--- src/rtl/pwrseq_pkg.sv ---
package pwrseq_pkg;
  localparam int ENT_W = 56;

  typedef struct packed {
    logic [15:0] off;
    logic [7:0]  rev_m;
    logic [3:0]  fab_m;
    logic [3:0]  intf_m;
    logic [3:0]  base;
    logic [3:0]  cmd;
    logic [7:0]  bmask;
    logic [7:0]  val;
  } seq_ent_t;

  localparam logic [3:0] OP_READ  = 4'd0;
  localparam logic [3:0] OP_WRITE = 4'd1;
  localparam logic [3:0] OP_POLL  = 4'd2;
  localparam logic [3:0] OP_WAIT  = 4'd3;
  localparam logic [3:0] OP_STOP  = 4'd4;

  typedef enum logic [2:0] {
    ST_IDLE, ST_FETCH, ST_DEC, ST_RD, ST_WR, ST_WAIT
  } seq_st_t;
endpackage

--- src/rtl/pwrseq_filter.sv ---
module pwrseq_filter #(
  parameter int REV_W  = 8,
  parameter int FAB_W  = 4,
  parameter int INTF_W = 4
) (
  input  logic [REV_W-1:0]  rev_m,
  input  logic [FAB_W-1:0]  fab_m,
  input  logic [INTF_W-1:0] intf_m,
  input  logic [REV_W-1:0]  rev_sel,
  input  logic [FAB_W-1:0]  fab_sel,
  input  logic [INTF_W-1:0] intf_sel,
  output logic              hit
);
  always_comb begin
    hit = (|(rev_m & rev_sel)) && (|(fab_m & fab_sel)) && (|(intf_m & intf_sel));
  end
endmodule

--- src/rtl/pwrseq_timer.sv ---
module pwrseq_timer #(
  parameter int US_CYC    = 50,
  parameter int US_PER_MS = 1000,
  parameter int CNT_W     = 16
) (
  input  logic             clk,
  input  logic             rst,
  input  logic             go,
  input  logic [CNT_W-1:0] cnt,
  input  logic             unit_ms,
  output logic             fire
);
  localparam int PW = $clog2(US_CYC + 1);
  localparam int SW = $clog2(US_PER_MS + 1);

  logic [PW-1:0]    pre;
  logic [SW-1:0]    sub;
  logic [CNT_W-1:0] remain;
  logic             active;
  logic             ms_q;
  logic             tick;
  logic             unit_tick;

  assign tick      = active && (pre == PW'(US_CYC - 1));
  assign unit_tick = tick && (!ms_q || (sub == SW'(US_PER_MS - 1)));

  always_ff @(posedge clk) begin
    if (rst) begin
      pre    <= '0;
      sub    <= '0;
      remain <= '0;
      active <= 1'b0;
      ms_q   <= 1'b0;
      fire   <= 1'b0;
    end else begin
      fire <= 1'b0;
      if (go) begin
        remain <= cnt;
        pre    <= '0;
        sub    <= '0;
        ms_q   <= unit_ms;
        active <= (cnt != '0);
        fire   <= (cnt == '0);
      end else if (active) begin
        pre <= tick ? '0 : pre + 1'b1;
        if (tick && ms_q)
          sub <= (sub == SW'(US_PER_MS - 1)) ? '0 : sub + 1'b1;
        if (unit_tick) begin
          remain <= remain - 1'b1;
          if (remain == CNT_W'(1)) begin
            active <= 1'b0;
            fire   <= 1'b1;
          end
        end
      end
    end
  end


  remain_live_chk: assert property (@(posedge clk) disable iff (rst)
    active |-> (remain != '0));


  fire_pulse_chk: assert property (@(posedge clk) disable iff (rst)
    fire |=> !fire);
endmodule

--- src/rtl/pwrseq_exec.sv ---
module pwrseq_exec
  import pwrseq_pkg::*;
#(
  parameter int TBL_DEPTH  = 16,
  parameter int US_CYC     = 50,
  parameter int US_PER_MS  = 1000,
  parameter int POLL_LIMIT = 1000
) (
  input  logic                                          clk,
  input  logic                                          rst,
  input  logic                                          start,
  input  logic [7:0]                                    rev_sel,
  input  logic [3:0]                                    fab_sel,
  input  logic [3:0]                                    intf_sel,
  output logic [((TBL_DEPTH > 1) ? $clog2(TBL_DEPTH) : 1)-1:0] tbl_addr,
  input  logic [55:0]                                   tbl_data,
  output logic [3:0]                                    reg_base,
  output logic [15:0]                                   reg_addr,
  output logic [7:0]                                    reg_wdata,
  output logic                                          reg_we,
  output logic                                          reg_re,
  input  logic [7:0]                                    reg_rdata,
  input  logic                                          reg_rdy,
  output logic [7:0]                                    rd_val,
  output logic                                          busy,
  output logic                                          done,
  output logic                                          ok
);
  localparam int IW  = (TBL_DEPTH > 1) ? $clog2(TBL_DEPTH) : 1;
  localparam int PCW = $clog2(POLL_LIMIT + 1);

  seq_st_t        st;
  seq_ent_t       ent;
  seq_ent_t       nxt;
  logic [IW-1:0]  idx;
  logic [PCW-1:0] tries;
  logic           hit;
  logic           last_slot;
  logic           tmr_go;
  logic           tmr_fire;
  logic           poll_match;

  assign nxt        = seq_ent_t'(tbl_data);
  assign tbl_addr   = idx;
  assign reg_addr   = ent.off;
  assign reg_base   = ent.base;
  assign last_slot  = (idx == IW'(TBL_DEPTH - 1));
  assign tmr_go     = (st == ST_DEC) && hit && (nxt.cmd == OP_WAIT);
  assign poll_match = ((reg_rdata & ent.bmask) == (ent.val & ent.bmask));

  pwrseq_filter #(.REV_W(8), .FAB_W(4), .INTF_W(4)) u_filter (
    .rev_m   (nxt.rev_m),
    .fab_m   (nxt.fab_m),
    .intf_m  (nxt.intf_m),
    .rev_sel (rev_sel),
    .fab_sel (fab_sel),
    .intf_sel(intf_sel),
    .hit     (hit)
  );

  pwrseq_timer #(.US_CYC(US_CYC), .US_PER_MS(US_PER_MS), .CNT_W(16)) u_timer (
    .clk    (clk),
    .rst    (rst),
    .go     (tmr_go),
    .cnt    (nxt.off),
    .unit_ms(nxt.val[0]),
    .fire   (tmr_fire)
  );

  // step: move to the next slot, or fail when the table is exhausted
  logic step;
  always_comb begin
    step = 1'b0;
    case (st)
      ST_DEC:  step = !hit || (nxt.cmd > OP_STOP);
      ST_RD:   step = reg_rdy && ((ent.cmd == OP_READ) ||
                                  ((ent.cmd == OP_POLL) && poll_match));
      ST_WR:   step = reg_rdy;
      ST_WAIT: step = tmr_fire;
      default: step = 1'b0;
    endcase
  end

  always_ff @(posedge clk) begin
    if (rst) begin
      st        <= ST_IDLE;
      ent       <= '0;
      idx       <= '0;
      tries     <= '0;
      busy      <= 1'b0;
      done      <= 1'b0;
      ok        <= 1'b0;
      reg_re    <= 1'b0;
      reg_we    <= 1'b0;
      reg_wdata <= '0;
      rd_val    <= '0;
    end else begin
      case (st)
        ST_IDLE: if (start) begin
          idx  <= '0;
          st   <= ST_FETCH;
          busy <= 1'b1;
          done <= 1'b0;
          ok   <= 1'b0;
        end
        ST_FETCH: st <= ST_DEC;
        ST_DEC: begin
          ent   <= nxt;
          tries <= '0;
          if (hit) begin
            case (nxt.cmd)
              OP_READ, OP_WRITE, OP_POLL: begin
                reg_re <= 1'b1;
                st     <= ST_RD;
              end
              OP_WAIT: st <= ST_WAIT;
              OP_STOP: begin
                st   <= ST_IDLE;
                busy <= 1'b0;
                done <= 1'b1;
                ok   <= 1'b1;
              end
              default: ;
            endcase
          end
        end
        ST_RD: if (reg_rdy) begin
          if (ent.cmd == OP_READ) begin
            rd_val <= reg_rdata & ent.bmask;
            reg_re <= 1'b0;
          end else if (ent.cmd == OP_WRITE) begin
            reg_re    <= 1'b0;
            reg_we    <= 1'b1;
            reg_wdata <= (reg_rdata & ~ent.bmask) | (ent.val & ent.bmask);
            st        <= ST_WR;
          end else if (poll_match) begin
            reg_re <= 1'b0;
          end else if (tries == PCW'(POLL_LIMIT - 1)) begin
            reg_re <= 1'b0;
            st     <= ST_IDLE;
            busy   <= 1'b0;
            done   <= 1'b1;
            ok     <= 1'b0;
          end else begin
            tries <= tries + 1'b1;
          end
        end
        ST_WR: if (reg_rdy) reg_we <= 1'b0;
        default: ;
      endcase

      if (step) begin
        if (last_slot) begin
          st   <= ST_IDLE;
          busy <= 1'b0;
          done <= 1'b1;
          ok   <= 1'b0;
        end else begin
          idx <= idx + 1'b1;
          st  <= ST_FETCH;
        end
      end
    end
  end


  strobe_excl_chk: assert property (@(posedge clk) disable iff (rst)
    !(reg_re && reg_we));


  re_hold_chk: assert property (@(posedge clk) disable iff (rst)
    (reg_re && !reg_rdy) |=> (reg_re && $stable(reg_addr) && $stable(reg_base)));


  we_hold_chk: assert property (@(posedge clk) disable iff (rst)
    (reg_we && !reg_rdy) |=> (reg_we && $stable(reg_addr) && $stable(reg_wdata)));


  done_quiet_chk: assert property (@(posedge clk) disable iff (rst)
    done |-> (!busy && !reg_re && !reg_we));


  ok_done_chk: assert property (@(posedge clk) disable iff (rst)
    ok |-> done);


  idle_hold_chk: assert property (@(posedge clk) disable iff (rst)
    (!busy && !start) |=> !busy);
endmodule

--- config.mk ---
export PLATFORM = sky130hd
export DESIGN_NAME = pwrseq_exec
export DESIGN_NICKNAME = d
export VERILOG_FILES = /design/src/rtl/pwrseq_pkg.sv /design/src/rtl/pwrseq_filter.sv /design/src/rtl/pwrseq_timer.sv /design/src/rtl/pwrseq_exec.sv
export SDC_FILE = /design/constraint.sdc
export NUM_CORES = 1
export LEC_CHECK = 0
export BUFFER_PORTS_ARGS = -buffer_cell sky130_fd_sc_hd__buf_2
export CORE_MARGIN = 3
export CORE_UTILIZATION = 54
export CTS_CLUSTER_DIAMETER = 30
export DETAILED_ROUTE_END_ITERATION = 7
export HOLD_SLACK_MARGIN = 0.1
export PLACE_DENSITY = 0.77
export RECOVER_POWER = 25
export SLEW_MARGIN = 20
export SYNTH_ARGS = -nofsm -noshare
export SYNTH_HDL_FRONTEND = slang
export SYNTH_SLANG_ARGS = --single-unit
--- constraint.sdc ---
create_clock -name clk -period 2.9 [get_ports clk]
set_input_delay 0.58 -clock clk [delete_from_list [all_inputs] [get_ports clk]]
set_output_delay 0.58 -clock clk [all_outputs]
set_load 0.005 [all_outputs]
== After elaboration in Yosys (flattened, before gate mapping) ==
Cells that the tools add are included.
Storage, ports and cells
  flip-flop bits (word level): 113
  output and inout bits: 45
  logic and storage cells: 188
Cells by class
  add/subtract/negate cells: 5
  magnitude comparators: 1
  eq/ne operators: 34
  muxes and demuxes: 81
  bitwise operators: 9
  reductions and logical operators: 37
Operators by type and width (number)
  two-way mux 10 bit: 6
  two-way mux 1 bit: 50
  two-way mux 16 bit: 3
  AND 8 bit: 4
  two-way mux 3 bit: 8
  adder 10 x 1 -> 10 bit, second input constant: 2
  equality test 10 bit, second input constant: 2
  one-hot mux 10 bit (2 select lines): 1
  equality test 16 x 1 -> 1 bit, second input constant: 1
  logical NOT 16 bit: 1
  two-way mux 4 bit: 4
  inequality test 2 bit, second input constant: 8
  nonzero test 16 bit: 1
  subtractor 16 x 1 -> 16 bit, second input constant: 1
  equality test 4 x 2 -> 1 bit, second input constant: 3
  inequality test 3 bit, second input constant: 4
  one-hot mux 3 bit (4 select lines): 1
  AND reduction 5 bit: 2
  logical AND 1 bit: 9
  one-hot mux 1 bit (3 select lines): 3
  one-hot mux 3 bit (3 select lines): 1
  AND 4 bit: 2
  equality test 4 x 1 -> 1 bit, second input constant: 2
  equality test 8 bit: 1
  34 further kinds: 47

== Depth between registers and ports, before layout ==
  word-level depth: 9
  depth in mapped cells: 9
  mapped depth without buffers: 8

== Modules after synthesis ==
From an unflattened synthesis, not the netlist that was laid out.
Second synthesis, totals
  cells, all modules: 676
  area, all modules: 5562.8 sq um
Modules (own cells, without submodules)
  pwrseq_exec: instances 1, cells each 453, area an instance 3624.7 sq um, sequential area each 1561.5 sq um
  pwrseq_timer: instances 1, cells each 214, area an instance 1848.0 sq um, sequential area each 700.7 sq um
  pwrseq_filter: instances 1, cells each 9, area an instance 90.1 sq um, sequential area each 0.0 sq um

== Least setup slack after synthesis ==
Ideal clock, no wire load.
  kind: flip-flop to flip-flop
  start point: register u_timer.remain[2]
  end point: register u_timer.remain[15]
  data arrival time: 2.064 ns
  data required time: 2.821 ns
  path slack: 0.757 ns
  stages on the path, launching flop included: 8
  clock period less this slack: 2.143 ns
  cells stage by stage: dfxtp_1 -> or4_1 -> buf_2 -> or4_4 -> nor4_4 -> nand3_1 -> xor2_1 -> a211oi_2
Between the ends
  longest elaborated chain between the ends: 4
RTL lines
  start, declared: line pwrseq_timer.sv:18  | logic [CNT_W-1:0] remain;
  start signal, assigned: line pwrseq_timer.sv:38  | remain <= cnt;
  start signal, assigned: line pwrseq_timer.sv:49  | remain <= remain - 1'b1;
  subtractor 16 x 1 -> 16 bit: line pwrseq_timer.sv:49
  two-way mux 16 bit: line pwrseq_timer.sv:48  | if (unit_tick) begin
  two-way mux 16 bit: line pwrseq_timer.sv:44  | end else if (active) begin
  two-way mux 16 bit: line pwrseq_timer.sv:37  | if (go) begin
Every way passes these cells. The select of a mux whose other input is x is not followed.
A chain may end at the register's enable or synchronous reset.

== Worst setup path after layout ==
  start point: register st[0]
  end point: register idx[0], in the netlist tbl_addr[0]
Between the ends
  longest elaborated chain between the ends: 4
  elaborated cells on any way between the ends: 9
  those cells by class: eq/ne (4); mux (4); reduce/logical (1)
RTL lines
  start, declared: line pwrseq_exec.sv:32  | seq_st_t st;
  start signal, assigned: line pwrseq_exec.sv:86  | st <= ST_IDLE;
  start signal, assigned: line pwrseq_exec.sv:101  | st <= ST_FETCH;
  start signal, assigned: line pwrseq_exec.sv:106  | ST_FETCH: st <= ST_DEC;
  branches (longest 3 deep; another with one-hot mux 1 bit (4 select lines))
  two-way mux 4 bit *: line pwrseq_exec.sv:152  | if (step) begin
  end signal, assigned: line pwrseq_exec.sv:159  | idx <= idx + 1'b1;
  end, declared: line pwrseq_exec.sv:35  | logic [IW-1:0] idx;
Mark *: on every way between the ends.

==> results.md <==
* Slew Limit Fails at 0
* Antenna Cells at 0
* Vias per cell at 5.65
* Initial antenna violation count at 0
* Core area at 0.00946 mm²
* Startpoint class of the critical path: flip-flop
* Die area at 0.0112 mm²
* Worst-path clk slew at approximately 0.06 ns
* Post-CTS sizing at 0
* Tcrit/Tclk final at between 80% and 90%
* Leakage at 2.47 nW
* Critical Path Max Stage Delay at ~0.57 ns
* Switching share of power at 30.7%
* CTS Buffer Depth at 2
* Minimum clock period at 2.39 ns
* Sequential area share after synthesis at 41.9%
* I/O Pins at 129
* Status: complete, no violations
* Endpoints failing hold at 0
* Hold Buf Count CTS at 0
* Commonest non-fill, non-tap cells in the layout: nand2_1, dfxtp_1, buf_2
* PwrDens at ~700 mW/mm²
* Vias at 5183
* Crit Path Category: reg -> reg
* Fin nets at about 870
* Clk pwr share at 39.7%
* Final WS setup at 0.511 ns
* Die Span Y at 106 µm
* Initial core utilization at 57.0%
* TritonCTS Sinks at 113
* Dpl ws at 0.446 ns
* Routability Congestion at ~0.95
* Final setup vio count at 0
* Synth Instances at 667
* Post-CTS Setup Bufs at 0
* Critical path's slowest cell: dfxtp_1
* Syn Area/Cell at just over 8 µm²
* RSZ-0062 raised after global routing: no
* Die Wd at 106 µm
* Sequential power share at 39.8%
* Largest net degree at the start of global routing at 38
* Switching pwr at 1.40 mW
* Peak VDD IR at 0.405 mV
* Layout cell share with drive strength beyond 1 at 19.4%
* CP Cell Sequence: nand4b_1 -> or4_1 -> o211a_1 -> or4_1 -> nand2_1
* Number of global-route vias before repair at 4962
* Ys flop type: dfxtp_1
* Post-synth EDFFs at 0
* Drt pass-1 iters at 4
* Clk Latency, worst-skew pair at 0.50 ns
* Gate power share at ~20%
* Area growth, synth to finish at 21.0%
* Rel. slew slack at 59.5%
* Hold crit path type: in -> reg
* Final TNS setup at 0 ns
* DR DRC count at 0
* Detailed Route WL at between 10000 and 15000 µm
* Detailed Route Iter0 Violations at around 290
* Post-synth ARST share at 0%
* Root Driver: clkbuf_8
* Measured slew at the worst slew-check pin at 0.607 ns
* Req. time, crit path at 3.34 ns
* Register bit total from synthesis at 113
* Distinct cells, synth at 50
* Cell row count at 35
* Internal Dissipation at 3.17 mW
* Detailed Place HPWL at 9820 µm
* Clk_skew at 0.0108 ns
* Max H-tree Level at 4
* Most common cell after layout, fill and taps aside: nand2_1
* Most used cell, CP: or4_1
* Synth Net Count at 758
* Port Buf Inserts at 128
* Netlist Area Pre-Place at 0.00539 mm²
* GRT Resource Usage Total at 23.8%
* # fillers at 810
* Crit path max fanout at 12
* Post-DRT Antenna Nets at 0
* Average wire per standard cell at 14.8 µm
* WP data arrival at 2.83 ns
* Synth warnings at 0
* Remaining Overflow, GRT at 0
* CTS tree: done
* CTS Buf Count at 17
* Max Cap Viol at 0
* First-pass GRT wire length at approximately 22000 µm
* Maximum clock rate at 0.419 GHz
* CP endpoint kind: flip-flop
-- flip-flops by register name, indices dropped and copies added, names as in the netlist, 3 cells and up --
name	count
u_timer.sub	10
tbl_addr	4
reg_addr	16
tries	10
u_timer.pre	6
st	3
reg_base	4
u_timer.remain	16
reg_wdata	8
ent	20
rd_val	8
-- layer usage --
metal / track usage, % / share of wire, %
met3: 5.40 / 6.4
met4: 8.79 / 1.2
met1: 29.7 / 44
met5: 0 / 0
met2: 40.3 / 48
-- layout make-up --
type / count / area [µm²] / area share, %
Timing Repair Buffer: 143 / 722 / 11.1
Tap cell: 129 / 161 / 2.47
Inverter: 11 / 41.3 / 0.633
Multi-Input combinational cell: 489 / 2820 / 43.2
Sequential cell: 113 / 2260 / 34.7
Clock buffer: 21 / 429 / 6.58
Clock inverter: 11 / 91.3 / 1.40
-- cells in the mapped netlist, drive strengths merged, types with 2 or more instances --
library cell	count	share of area, %
o31ai	6	0.84
nand3	24	2.2
nor2	64	4.5
nand4b	2	0.32
mux2i	12	2.2
a31oi	5	0.58
xnor2	5	0.81
buf	23	3.1
o41ai	2	0.32
and4	2	0.32
o21ai	10	0.93
o31a	2	0.32
and2	5	0.58
nor2b	2	0.23
clkbuf	31	2.2
nand2b	5	0.58
dfxtp	113	42
nor3b	2	0.28
nor3	12	1.2
inv	11	0.77
o211ai	4	0.56
o22ai	2	0.23
nand4	16	1.9
nand2	117	8.1
xor2	31	5.0
or4	12	1.7
a21oi	67	6.2
a211oi	24	3.4
nor4	6	1.1
a22oi	14	1.9
nand3b	3	0.42
ha	7	1.6
o221ai	3	0.49
or3	13	1.5
-- cells by family after synthesis --
group                      after synthesis  share of synthesized area [%]
and+or+nand+nor                        289                           25.5
DFF                                    113                           41.9
AOI/OAI and AO/OA                      145                           16.8
muxes                                   12                           2.23
adders and majority gates                7                           1.62
xor gates and xnor gates                36                           5.85
buffers and inverters                   65                           5.99
-- worst paths after layout --
kind	from	to	slack, ns	depth (start not counted)
worst max-delay path	st[0]	tbl_addr[0]	0.51	5
worst min-delay path	tbl_data[6]	ent[6]	0.32	3
worst max register to register	st[0]	tbl_addr[0]	0.51	5
worst min register to register	reg_addr[0]	reg_addr[0]	0.45	2
-- power by group through the flow --
stage | registers, mW | clock network [mW] | logic (mW)
floorplan | 1.81 | 0 | 0.685
global placement | 1.84 | 0 | 0.912
detailed placement | 1.85 | 0 | 0.938
CTS | 1.82 | 1.85 | 0.942
global route | 1.84 | 1.92 | 1.04
finish | 1.82 | 1.82 | 0.933
-- worst max-delay path: cells and delay by family, from the launching register on --
family           cells  cell delay [ns]
AND/OR/NAND/NOR      4             1.39
flip-flops           1             0.57
AO/OA/AOI/OAI        1             0.37
-- through the flow --
step	area, µm²	instances	utilization, %	hold slack (ns)	total power [mW]
floorplan	5390	667	-	0.437	2.50
global placement	6030	885	63.8	0.438	2.75
global route	6520	917	69.0	0.316	4.81
finish	6520	917	69.0	0.317	4.57
detailed placement	6030	885	63.8	0.445	2.79
CTS	6550	917	69.3	0.292	4.61
Note: power is estimated with default switching activity, not from simulation.
